[config.mk]
export PLATFORM = sky130hd
export DESIGN_NAME = keyint_ctrl
export DESIGN_NICKNAME = d
export VERILOG_FILES = /design/src/rtl/keyint_pkg.sv /design/src/rtl/keyint_sync.sv /design/src/rtl/keyint_detect.sv /design/src/rtl/keyint_event.sv /design/src/rtl/keyint_regfile.sv /design/src/rtl/keyint_ctrl.sv
export SDC_FILE = /design/constraint.sdc
export NUM_CORES = 1
export LEC_CHECK = 0
export ABC_AREA = 1
export BUFFER_PORTS_ARGS = -buffer_cell sky130_fd_sc_hd__buf_2
export CAP_MARGIN = 20
export CORE_MARGIN = 8
export CORE_UTILIZATION = 44
export DETAILED_ROUTE_END_ITERATION = 10
export PLACE_DENSITY_LB_ADDON = 0.12
export SYNTH_ARGS = -nofsm -noshare
export SYNTH_HDL_FRONTEND = slang
export SYNTH_HIERARCHICAL = 1
export SYNTH_SLANG_ARGS = --single-unit
[constraint.sdc]
create_clock -name clk -period 0.94 [get_ports clk]
set_input_delay 0.094 -clock clk [delete_from_list [all_inputs] [get_ports clk]]
set_output_delay 0.094 -clock clk [all_outputs]
set_load 0.005 [all_outputs]
[src/rtl/keyint_pkg.sv]
package keyint_pkg;

    localparam int KEY_W  = 8;
    localparam int ADDR_W = 2;

    typedef enum logic [ADDR_W-1:0] {
        REG_ENABLE = 2'd0,
        REG_POLAR  = 2'd1,
        REG_EVENT  = 2'd2,
        REG_CTRL   = 2'd3
    } reg_sel_e;

    localparam int CTRL_CLR_BIT = 0;

    typedef struct packed {
        logic                 wr;
        logic                 rd;
        logic [ADDR_W-1:0]    addr;
        logic [KEY_W-1:0]     wdata;
    } bus_req_t;

    typedef struct packed {
        logic ev_rd;
        logic ev_wr;
        logic irq_clr;
    } ev_ctl_t;

    // Per-bit pick of rising or falling qualifier by polarity.
    function automatic logic [KEY_W-1:0] pick_edge(
        input logic [KEY_W-1:0] rise,
        input logic [KEY_W-1:0] fall,
        input logic [KEY_W-1:0] pol
    );
        return (rise & pol) | (fall & ~pol);
    endfunction

endpackage

[src/rtl/keyint_sync.sv]
module keyint_sync #(
    parameter int W      = 8,
    parameter int STAGES = 2
) (
    input  logic         clk,
    input  logic         rst,
    input  logic [W-1:0] pin_i,
    output logic [W-1:0] lvl_o,
    output logic [W-1:0] prev_o
);
    localparam int LAST = STAGES - 1;

    for (genvar p = 0; p < W; p++) begin : g_pin
        logic [STAGES-1:0] chain_q;
        logic              hist_q;

        always_ff @(posedge clk) begin
            if (rst) begin
                chain_q <= '0;
                hist_q  <= 1'b0;
            end else begin
                chain_q <= {chain_q[STAGES-2:0], pin_i[p]};
                hist_q  <= chain_q[LAST];
            end
        end

        assign lvl_o[p]  = chain_q[LAST];
        assign prev_o[p] = hist_q;
    end
endmodule

[src/rtl/keyint_detect.sv]
module keyint_detect
    import keyint_pkg::*;
(
    input  logic [KEY_W-1:0] lvl_i,
    input  logic [KEY_W-1:0] prev_i,
    input  logic [KEY_W-1:0] pol_i,
    input  logic [KEY_W-1:0] en_i,
    output logic [KEY_W-1:0] hit_o,
    output logic             hit_any_o
);
    logic [KEY_W-1:0] rise, fall;

    always_comb begin
        rise      = lvl_i & ~prev_i;
        fall      = ~lvl_i & prev_i;
        hit_o     = pick_edge(rise, fall, pol_i) & en_i;
        hit_any_o = |hit_o;
    end
endmodule

[src/rtl/keyint_event.sv]
module keyint_event
    import keyint_pkg::*;
(
    input  logic             clk,
    input  logic             rst,
    input  logic [KEY_W-1:0] hit_i,
    input  ev_ctl_t          ctl_i,
    output logic [KEY_W-1:0] ev_o
);
    logic [KEY_W-1:0] ev_q, drop_mask, ev_d;

    always_comb begin
        // Bits handed out by a read are dropped; a write drops all.
        drop_mask = '0;
        if (ctl_i.ev_rd)
            drop_mask = ev_q;
        if (ctl_i.ev_wr)
            drop_mask = '1;
        ev_d = (ev_q & ~drop_mask) | hit_i;
    end

    always_ff @(posedge clk) begin
        if (rst)
            ev_q <= '0;
        else
            ev_q <= ev_d;
    end

    assign ev_o = ev_q;
endmodule

[src/rtl/keyint_regfile.sv]
module keyint_regfile
    import keyint_pkg::*;
(
    input  logic             clk,
    input  logic             rst,
    input  bus_req_t         req_i,
    input  logic [KEY_W-1:0] ev_i,
    input  logic             hit_any_i,
    output logic [KEY_W-1:0] en_o,
    output logic [KEY_W-1:0] pol_o,
    output logic             irq_o,
    output ev_ctl_t          ctl_o,
    output logic [KEY_W-1:0] rdata_o
);
    logic [KEY_W-1:0] en_q, pol_q, rdata_q, rmux;
    logic             irq_q;
    reg_sel_e         sel;

    always_comb begin
        sel           = reg_sel_e'(req_i.addr);
        ctl_o.ev_rd   = req_i.rd && sel == REG_EVENT;
        ctl_o.ev_wr   = req_i.wr && sel == REG_EVENT;
        ctl_o.irq_clr = req_i.wr && sel == REG_CTRL && req_i.wdata[CTRL_CLR_BIT];
        unique case (sel)
            REG_ENABLE: rmux = en_q;
            REG_POLAR:  rmux = pol_q;
            REG_EVENT:  rmux = ev_i;
            default:    rmux = {{(KEY_W-1){1'b0}}, irq_q};
        endcase
    end

    always_ff @(posedge clk) begin
        if (rst) begin
            en_q    <= '0;
            pol_q   <= '0;
            irq_q   <= 1'b0;
            rdata_q <= '0;
        end else begin
            if (req_i.wr && sel == REG_ENABLE)
                en_q <= req_i.wdata;
            if (req_i.wr && sel == REG_POLAR)
                pol_q <= req_i.wdata;
            // Set takes precedence over clear.
            if (hit_any_i)
                irq_q <= 1'b1;
            else if (ctl_o.irq_clr)
                irq_q <= 1'b0;
            if (req_i.rd)
                rdata_q <= rmux;
        end
    end

    assign en_o    = en_q;
    assign pol_o   = pol_q;
    assign irq_o   = irq_q;
    assign rdata_o = rdata_q;
endmodule

[src/rtl/keyint_ctrl.sv]
module keyint_ctrl
    import keyint_pkg::*;
#(
    parameter int SYNC_STAGES = 2
) (
    input  logic              clk,
    input  logic              rst,
    input  logic [KEY_W-1:0]  key_i,
    input  logic [ADDR_W-1:0] addr_i,
    input  logic              wr_i,
    input  logic              rd_i,
    input  logic [KEY_W-1:0]  wdata_i,
    output logic [KEY_W-1:0]  rdata_o,
    output logic              irq_o
);
    bus_req_t         req;
    ev_ctl_t          ctl;
    logic [KEY_W-1:0] lvl, prev, hit, ev, en, pol;
    logic             hit_any;

    assign req = '{wr: wr_i, rd: rd_i, addr: addr_i, wdata: wdata_i};

    keyint_sync #(.W(KEY_W), .STAGES(SYNC_STAGES)) u_sync (
        .clk    (clk),
        .rst    (rst),
        .pin_i  (key_i),
        .lvl_o  (lvl),
        .prev_o (prev)
    );

    keyint_detect u_detect (
        .lvl_i     (lvl),
        .prev_i    (prev),
        .pol_i     (pol),
        .en_i      (en),
        .hit_o     (hit),
        .hit_any_o (hit_any)
    );

    keyint_event u_event (
        .clk   (clk),
        .rst   (rst),
        .hit_i (hit),
        .ctl_i (ctl),
        .ev_o  (ev)
    );

    keyint_regfile u_regs (
        .clk       (clk),
        .rst       (rst),
        .req_i     (req),
        .ev_i      (ev),
        .hit_any_i (hit_any),
        .en_o      (en),
        .pol_o     (pol),
        .irq_o     (irq_o),
        .ctl_o     (ctl),
        .rdata_o   (rdata_o)
    );
endmodule

==> results by group, run 1 <==
Run status
  • Status: complete, but fails checks
  • Failing checks: setup timing

Pwr
  • Peak VDD IR: 1.81 mV
  • P per Cell Area: 1900 nW/um^2
  • LEAKAGE: 0.00145 uW

Worst setup path
  • CP max stage delay: 0.32 ns
  • Buffers & Inverters on Critical Path: 1
  • CP endpoint kind: flop
  • Worst EP required: 1.16 ns
  • Startpoint Class: flop
  • CP max FO: 2
  • Most frequent CP cell: nand2_1
  • CP cell instances: inv_1 > nand2_1 > nand2_1 > nand3_2 > nand2_1 > nor2_2 > nand2_1 > a21oi_2 > nor2_1
  • Worst Path Arrival: 1.30 ns
  • Setup CP Type: flop to flop
  • Critical path's top delay family: simple AND/OR/NAND/NOR gates
  • Critical path's slowest cell: dfxtp_2

GRT
  • First-pass GRT wire length: 8670 um
  • Vias in the first global route: 1931
  • GRT Resource Usage Total: 13.2%
  • Initial antenna violation count: 0
  • Largest net degree at the start of global routing: 41
  • GR Overflow Total: 0

Final layout
  • # diodes: 0
  • Layout cells sized above 1: 26.8%
  • Post-layout util: 57.1%
  • Nets: 413
  • Area growth, synth to finish: 25.4%

Route
  • Pre-antenna DRT Iters: 4
  • WL per Instance: 11.0 um
  • Post-Route WL: 5130 um
  • Drc violations: 0
  • Via count: 2062
  • DRT iter0 DRCs: 148
  • Antenna viol nets, final: 0
  • Via density per instance: 4.41

Clocking
  • Sinks on Clock Net: 57
  • Inserted Clock Buffers: 9
  • CTS tree: yes
  • # H-tree levels: 3
  • Root Buffer: clkbuf_8
  • Post-CTS setup buffers: 0
  • Clk slew on worst S/H paths: 0.07 ns
  • Max clock buf depth: 2
  • Worst skew pair latency: 0.33 ns

Floorplanning
  • Core box area: 5470 um^2
  • Die area: 8320 um^2
  • Die Y: 91.2 um
  • Row cnt: 27
  • I/O pin count: 31
  • Initial Util: 45.5%
  • Die width: 91.2 um

STA
  • Final Max Tran Viols: 0
  • Max Freq: 924 MHz
  • Setup WS post-layout: -0.142 ns
  • Tightest Pin Transition: 0.233 ns
  • RSZ-0062 raised after global routing: yes
  • Part of the cycle the worst path needs: 115%
  • Final Critical Period: 1.08 ns
  • Final setup viols: 1
  • Slew margin rel.: 84.4%
  • Hold_ws: 0.0250 ns
  • Worst Skew: 0.00587 ns
  • Final hold vios: 0

Logic synthesis
  • Syn_area_per_cell: 7.22 um^2
  • Cells after synthesis: 345
  • Synth warn: 6
  • Synthesized area: 2490 um^2
  • Net count of the mapped netlist: 367

Placement
  • Buffers on Ports: 30
  • Gpl congestion: 0.755
  • DP HPWL: 3590 um
  • Placement Setup Slack: -0.168 ns

Worst hold path
  • Hold crit path type: primary input to flop

Flow run
  • Maxcap violations: 0
## metal layers
metal  vias up  track usage, %  share of wire, %  wire length (um)
li1       1121               -                 -                 -
met1       886            15.4                47              2410
met2        47            19.5                44              2250
met3         8            6.09               7.5               384
met4         0            7.23               1.6                82
met5         -               0                 0                 0
## metrics by stage
step	cells	total power (uW)	setup TNS [ns]	instance area, um^2
floorplan	345	2910	-0.107	2490
global placement	444	3080	-0.150	2750
detailed placement	444	3090	-0.199	2750
CTS	468	6020	-0.120	3100
global route	468	6220	-0.360	3120
finish	468	5930	-0.142	3120
## report_power, final
group	switching [uW]	total [uW]	leakage (uW)	internal, uW
clock	945	2860	0.000127	1910
sequential	56.3	2570	0.000471	2520
combinational	273	506	0.000853	233
## repair_timing
action	in CTS	in global routing
hold buffers	8	0
gates cloned	0	0
endpoints found under the hold margin	8	0
setup endpoints to repair	2	9
resized for setup	9	14
pin swaps	1	19
## cell usage in the layout, fill, tap and decap left out, types with 4 or more instances in the layout
cell and n:
a21oi_1 16, nand3_2 7, clkbuf_8 11, buf_2 30, inv_2 5, o21ai_1 4
a21oi_2 9, dlygate4sd3_1 8, nor2_1 43, dfxtp_2 11, nand2_1 59, inv_1 68
nand3_1 26, o21ai_0 17, dfxtp_1 46, buf_4 19
## worst reg2reg max path: cells and delay by family, from the launching register on
| family | cells | cell delay (ns) |
|---|---|---|
| buffers and inverters | 1 | 0.04 |
| and+or+nand+nor | 7 | 0.50 |
| AOI/OAI and AO/OA | 1 | 0.10 |
| DFF | 1 | 0.32 |
## area by class of cell
type | instances | area (um^2)
fillers | 523 | 2350
flip-flops and latches | 57 | 1150
multi-input cells | 190 | 917
repair buffers | 60 | 433
inverters | 73 | 274
clock buffers | 12 | 155
clock inverters | 4 | 98.8
well taps | 72 | 90.1
## sequential cells by signal (all words and copies together), names as in the netlist
| name | count |
|---|---|
| u_event/ev_o | 8 |
| u_regs/en_o | 8 |
| u_regs/irq_o | 1 |
| u_regs/pol_o | 8 |
| u_regs/rdata_o | 8 |
| u_sync/g_pin.chain_q | 16 |
| u_sync/g_pin.hist_q | 8 |
## worst paths after layout
path,start,endpoint,slack (ns),depth (start not counted)
setup reg to reg,u_regs/pol_o[5],u_regs/irq_o,-0.14,9
hold reg to reg,u_sync/g_pin[0].chain_q[0],u_sync/g_pin[0].chain_q[1],0.39,2
hold / removal,wdata_i[7],u_regs/en_o[7],0.03,3
setup / recovery,u_regs/pol_o[5],u_regs/irq_o,-0.14,9
(Power assumes the default switching activity.)
==> run 2, diff against run 1 <==
--- a/config.mk
+++ b/config.mk
@@ -11,8 +11,9 @@
 export CORE_MARGIN = 8
 export CORE_UTILIZATION = 44
 export DETAILED_ROUTE_END_ITERATION = 10
-export PLACE_DENSITY_LB_ADDON = 0.12
+export PLACE_DENSITY = 0.77
 export SYNTH_ARGS = -nofsm -noshare
 export SYNTH_HDL_FRONTEND = slang
 export SYNTH_HIERARCHICAL = 1
 export SYNTH_SLANG_ARGS = --single-unit
+export TNS_END_PERCENT = 5
==> results by group, run 2 (synthesis gave the netlist of run 1 again) <==
Placement
  • Buffers on Ports: 30 (unchanged)
  • DP HPWL: 3600 um (+0.35%)
  • Placed insts: 445 (+0.23%)
  • Gpl congestion: 0.818 (+8.4%)

Clocking
  • Clk slew on worst S/H paths: 0.06 ns (about the same)
  • Max clock buf depth: 2 (unchanged)
  • Root Buffer: clkbuf_8
  • Inserted Clock Buffers: 9 (unchanged)
  • CTS tree: yes
  • Worst skew pair latency: 0.34 ns (about the same)
  • # H-tree levels: 3 (unchanged)
  • Sinks on Clock Net: 57 (unchanged)

Route
  • Antenna viol nets, final: 0 (unchanged)
  • Via count: 2075 (+0.63%)
  • Pre-antenna DRT Iters: 4 (unchanged)
  • WL per Instance: 10.8 um (-1.2%)
  • DRT iter0 DRCs: 78 (-47%)
  • Post-Route WL: 5090 um (-0.82%)
  • Drc violations: 0 (unchanged)
  • Via density per instance: 4.41 (+0.20%)

STA
  • Final hold vios: 0 (unchanged)
  • Final Max Tran Viols: 0 (unchanged)
  • Final Critical Period: 1.07 ns (-0.0104 ns)
  • Setup WS post-layout: -0.132 ns (+0.0104 ns)
  • Part of the cycle the worst path needs: 114% (-1.1 points)
  • Final setup viols: 3 (+2)
  • Tightest Pin Transition: 0.248 ns (+0.0155 ns)
  • Hold_ws: 0.0176 ns (-0.00740 ns)
  • RSZ-0062 raised after global routing: yes
  • Worst Skew: 0.00845 ns (+0.00257 ns)
  • Slew margin rel.: 83.5% (-1.0 points)
  • Max Freq: 933 MHz (+0.97%)

Floorplanning
  • Die Y: 91.2 um (unchanged)
  • I/O pin count: 31 (unchanged)
  • Die area: 8320 um^2 (unchanged)
  • Initial Util: 45.5% (unchanged)
  • Core box area: 5470 um^2 (unchanged)
  • Row cnt: 27 (unchanged)
  • Die width: 91.2 um (unchanged)

GRT
  • Initial antenna violation count: 0 (unchanged)
  • GR Overflow Total: 0 (unchanged)
  • Largest net degree at the start of global routing: 22 (-46%)
  • GRT Resource Usage Total: 13.1% (-0.049 points)
  • First-pass GRT wire length: 8780 um (+1.3%)
  • Vias in the first global route: 2031 (+5.2%)

Worst setup path
  • Setup CP Type: flop to flop
  • Worst r2r path cells: 9 (unchanged)
  • CP cell instances: inv_2 > nand2_2 > nand2_2 > nand3_2 > nand2_1 > nor2_1 > nand2_1 > a21oi_2 > nor2_1
  • Startpoint Class: flop
  • CP max FO: 4 (+2)
  • RR Endpoint: u_regs/irq_o
  • Worst Path Arrival: 1.29 ns (about the same)
  • R2R setup slack: -0.13 ns (about the same)
  • R2r startpoint: u_regs/pol_o[6]
  • Buffers & Inverters on Critical Path: 1 (unchanged)
  • Worst EP required: 1.16 ns (about the same)
  • Critical path's slowest cell: dfxtp_4
  • CP max stage delay: 0.37 ns (+0.05 ns)
  • Crit path launch: u_regs/pol_o[6]
  • Critical path's top delay family: simple AND/OR/NAND/NOR gates
  • CP endpoint kind: flop

Worst hold path
  • Critical hold path startpoint: wdata_i[3]
  • WHS Path Cells: 3 (unchanged)
  • Hold crit path type: primary input to flop
  • Worst Hold End: u_regs/en_o[3]

Pwr
  • P per Cell Area: 1710 nW/um^2 (-9.8%)
  • LEAKAGE: 0.00143 uW (-1.4%)
  • Peak VDD IR: 0.992 mV (-45%)

Final layout
  • Most common cell after layout, fill and taps aside: inv_1
  • Layout cells sized above 1: 28.4% (+1.6 points)
  • Reg with most FFs: u_sync/g_pin.chain_q
  • Max FFs per register: 16 (unchanged)
  • Commonest non-fill, non-tap cells in the layout: inv_1 (66), nand2_1 (55), dfxtp_1 (47), nor2_1 (45), buf_2 (30)
  • Area growth, synth to finish: 23.9%
  • # diodes: 0 (unchanged)
  • Non-Filler Instances: 470 (+0.43%)
  • Nets: 415 (+0.48%)

Run status
  • Status: complete, but fails checks
  • Failing checks: setup timing

Flow run
  • Maxcap violations: 0 (unchanged)
==> run 2: worst max-delay path by stage <==
stage                     slack, ns            to  depth (start not counted)
after floorplan               -0.11  u_regs/irq_o                          8
after global placement        -0.10  u_regs/irq_o                          9
after detailed placement      -0.18  u_regs/irq_o                          9
after CTS                     -0.13  u_regs/irq_o                          7
after global routing          -0.21  u_regs/irq_o                          9
final                         -0.13  u_regs/irq_o                          9
==> run 2: repair_timing <==
action                                 in CTS  in global routing
hold buffers                                8                  0
setup buffers                               0                  1
endpoints found under the hold margin       8                  0
pin swaps                                   7                  8
setup endpoints to repair                   4                  7
gates resized for setup                    17                 14
==> run 2: per-layer routing <==
layer	part of all wire (%)	GRT usage [%]	wire, um
met1	46	14.6	2340
met2	45	20.9	2260
met3	6.5	3.79	330
met4	3.0	9.82	154
met5	0	0	0
==> run 2: through the flow <==
stage	power, uW	cell area, um^2	setup TNS (ns)	util [%]	worst slack, ns
after global routing	5530	3090	-0.440	56.4	-0.213
after detailed placement	3080	2740	-0.190	50.1	-0.184
after global placement	3070	2740	-0.103	50.1	-0.103
after floorplan	2900	2490	-0.666	-	-0.107
after CTS	5330	3050	-0.170	55.6	-0.134
final	5290	3090	-0.223	56.4	-0.132
==> run 2: where the power goes <==
| part | switching (uW) | total (uW) | internal (uW) |
|---|---|---|---|
| registers | 59.7 | 2570 | 2510 |
| logic | 273 | 506 | 233 |
| clock network | 918 | 2210 | 1290 |
| total | 1250 | 5290 | 4040 |
==> run 2: cell type report <==
type,instances,area (um^2)
inverter,73,274
sequential,57,1160
fill,540,2390
clock inverter,3,40.0
tap,72,90.1
multi-input combinational,190,941
timing repair buffer,62,435
clock buffer,13,149
==> run 2: tightest hold or removal path, delay by kind of cell <==
family,cells,cell delay (ns)
AO/OA/AOI/OAI,1,0.07
buffers and inverters,1,0.08
AND/OR/NAND/NOR,1,0.07
==> run 3, diff against run 2 <==
--- a/config.mk
+++ b/config.mk
@@ -8,10 +8,12 @@
 export ABC_AREA = 1
 export BUFFER_PORTS_ARGS = -buffer_cell sky130_fd_sc_hd__buf_2
 export CAP_MARGIN = 20
+export CELL_PAD_IN_SITES_DETAIL_PLACEMENT = 0
+export CELL_PAD_IN_SITES_GLOBAL_PLACEMENT = 1
 export CORE_MARGIN = 8
-export CORE_UTILIZATION = 44
+export CORE_UTILIZATION = 30
 export DETAILED_ROUTE_END_ITERATION = 10
-export PLACE_DENSITY = 0.77
+export PLACE_DENSITY = 0.73
 export SYNTH_ARGS = -nofsm -noshare
 export SYNTH_HDL_FRONTEND = slang
 export SYNTH_HIERARCHICAL = 1
==> results by group, run 3 (synthesis gave the netlist of run 1 again) <==
Run status
  • Status: complete, but fails checks
  • Failing checks: setup timing

Clocking
  • Root Buffer: clkbuf_8
  • Clk slew on worst S/H paths: 0.06 ns (about the same)
  • CTS tree: yes
  • Max clock buf depth: 2 (unchanged)
  • Sinks on Clock Net: 57 (unchanged)
  • # H-tree levels: 3 (unchanged)
  • Worst skew pair latency: 0.33 ns (about the same)
  • Inserted Clock Buffers: 9 (unchanged)

Route
  • Post-Route WL: 5330 um (+4.8%)
  • DRT iter0 DRCs: 57 (-27%)
  • Pre-antenna DRT Iters: 4 (unchanged)
  • Drc violations: 0 (unchanged)
  • WL per Instance: 10.5 um (-3.0%)
  • Via count: 2055 (-0.96%)
  • Via density per instance: 4.05 (-8.4%)
  • Antenna viol nets, final: 0 (unchanged)

GRT
  • Largest net degree at the start of global routing: 23 (+4.5%)
  • GRT Resource Usage Total: 10.1% (-3.0 points)
  • GR Overflow Total: 0 (unchanged)
  • Vias in the first global route: 2040 (+0.44%)
  • Initial antenna violation count: 0 (unchanged)
  • First-pass GRT wire length: 9220 um (+5.0%)

STA
  • Final Critical Period: 1.04 ns (-0.0334 ns)
  • Tightest Pin Transition: 0.290 ns (+0.0421 ns)
  • Setup WS post-layout: -0.0984 ns (+0.0334 ns)
  • Part of the cycle the worst path needs: 110% (-3.5 points)
  • Slew margin rel.: 80.6% (-2.8 points)
  • Max Freq: 963 MHz (+3.2%)
  • Final Max Tran Viols: 0 (unchanged)
  • Final hold vios: 0 (unchanged)
  • Final setup viols: 3 (unchanged)
  • Worst Skew: 0.00792 ns (-0.000526 ns)
  • RSZ-0062 raised after global routing: yes

Floorplanning
  • Core box area: 8130 um^2 (+49%)
  • Initial Util: 30.6% (-15 points)
  • Die width: 107 um (+17%)
  • I/O pin count: 31 (unchanged)
  • Row cnt: 33 (+22%)
  • Die Y: 107 um (+17%)
  • Die area: 11500 um^2 (+38%)

Final layout
  • Reg with most FFs: u_sync/g_pin.chain_q
  • # diodes: 0 (unchanged)
  • Commonest non-fill, non-tap cells in the layout: inv_1 (68), nand2_1 (56), dfxtp_1 (47), nor2_1 (44), buf_2 (30)
  • Final instance area: 3150 um^2 (+2.1%)
  • Filler cell count: 860 (+59%)
  • Max FFs per register: 16 (unchanged)
  • Nets: 421 (+1.4%)
  • Layout cells sized above 1: 29.0% (+0.64 points)
  • Area growth, synth to finish: 26.6%
  • Most common cell after layout, fill and taps aside: inv_1

Worst setup path
  • Critical path's slowest cell: dfxtp_2
  • R2R setup slack: -0.1 ns (+0.03 ns)
  • Most frequent CP cell: nand2_2
  • Startpoint Class: flop
  • Worst r2r path cells: 9 (unchanged)
  • CP endpoint kind: flop
  • CP cell instances: inv_2 > nand2_2 > nand2_2 > nand3_2 > nand2_2 > nor2_2 > nand2_1 > a21oi_2 > nor2_1
  • R2r startpoint: u_regs/pol_o[3]
  • Worst Path Arrival: 1.25 ns (-0.04 ns)
  • RR Endpoint: u_regs/irq_o
  • CP max stage delay: 0.35 ns (-0.02 ns)
  • CP max FO: 4 (unchanged)
  • Worst EP required: 1.15 ns (about the same)
  • Crit path launch: u_regs/pol_o[3]
  • Setup CP Type: flop to flop

Placement
  • Gpl congestion: 0.770 (-5.9%)
  • DP Area: 2820 um^2 (+2.9%)
  • Placement Setup Slack: -0.194 ns (-0.00954 ns)
  • DP HPWL: 3900 um (+8.3%)
  • Buffers on Ports: 30 (unchanged)

Worst hold path
  • Hold crit path type: primary input to flop
  • Critical hold path startpoint: wdata_i[6]
  • Worst Hold End: u_regs/en_o[6]
  • WHS Path Cells: 3 (unchanged)

Flow run
  • Maxcap violations: 0 (unchanged)

Pwr
  • P per Cell Area: 1630 nW/um^2 (-4.7%)
  • LEAKAGE: 0.00146 uW (+2.3%)
  • Pwr Total: 5150 uW (-2.7%)
  • Peak VDD IR: 0.514 mV (-48%)
-- run 3: changes by cell type in the layout (fill, tap and decap cells not counted), moves of 2 or more --
cell	before	now
buf_4	22	28
clkbuf_1	3	0
clkbuf_8	10	12
inv_1	66	68
inv_2	7	5
-- run 3: layer usage --
layer | wire, um | global-route usage [%]
met3 | 299 | 3.30
met4 | 103 | 5.53
met2 | 2270 | 15.5
met5 | 0 | 0
met1 | 2660 | 12.2
-- run 3: final cells by class --
class                           instances  area [um^2]  area share, %
Tap cell                              105          131           4.17
Timing Repair Buffer                   68          480           15.2
Clock inverter                          3         15.0          0.476
Multi-Input combinational cell        190          932           29.6
Inverter                               73          274           8.69
Clock buffer                           12          165           5.24
Sequential cell                        57         1150           36.6
-- run 3: through the flow --
stage / utilization (%) / hold WS (ns) / cells / setup TNS [ns]
2_1_floorplan: - / 0.165 / 345 / -0.666
3_3_place_gp: 34.7 / 0.298 / 483 / -0.333
3_5_place_dp: 34.7 / 0.301 / 483 / -0.321
4_1_cts: 38.1 / 0.0152 / 506 / -0.128
5_1_grt: 38.7 / 0.0620 / 508 / -0.522
6_report: 38.7 / 0.0363 / 508 / -0.123
-- run 3: critical path, delay by kind of cell, from the launching register on --
kind                   cells  cell delay [ns]
AOI/OAI and AO/OA          1             0.10
DFF                        1             0.35
and+or+nand+nor            7             0.45
buffers and inverters      1             0.04
-- run 3: worst max path at each step --
stage          depth (start not counted)           end  slack [ns]
5_1_grt                                9  u_regs/irq_o       -0.19
3_3_place_gp                           9  u_regs/irq_o       -0.17
2_1_floorplan                          8  u_regs/irq_o       -0.11
6_report                               9  u_regs/irq_o        -0.1
3_5_place_dp                           9  u_regs/irq_o       -0.19
4_1_cts                                9  u_regs/irq_o       -0.12
-- run 3: timing repair --
action	CTS	global route
pin swaps	5	6
hold buffers	8	0
buffers inserted	0	2
hold endpoints to repair	8	0
gates resized for setup	9	16
setup endpoints to repair	2	9
-- run 3: report_power, final --
| part | internal, uW | switching (uW) | total [uW] |
|---|---|---|---|
| clock network | 1140 | 908 | 2050 |
| registers | 2520 | 51.7 | 2570 |
| logic | 247 | 282 | 529 |
| total | 3910 | 1240 | 5150 |
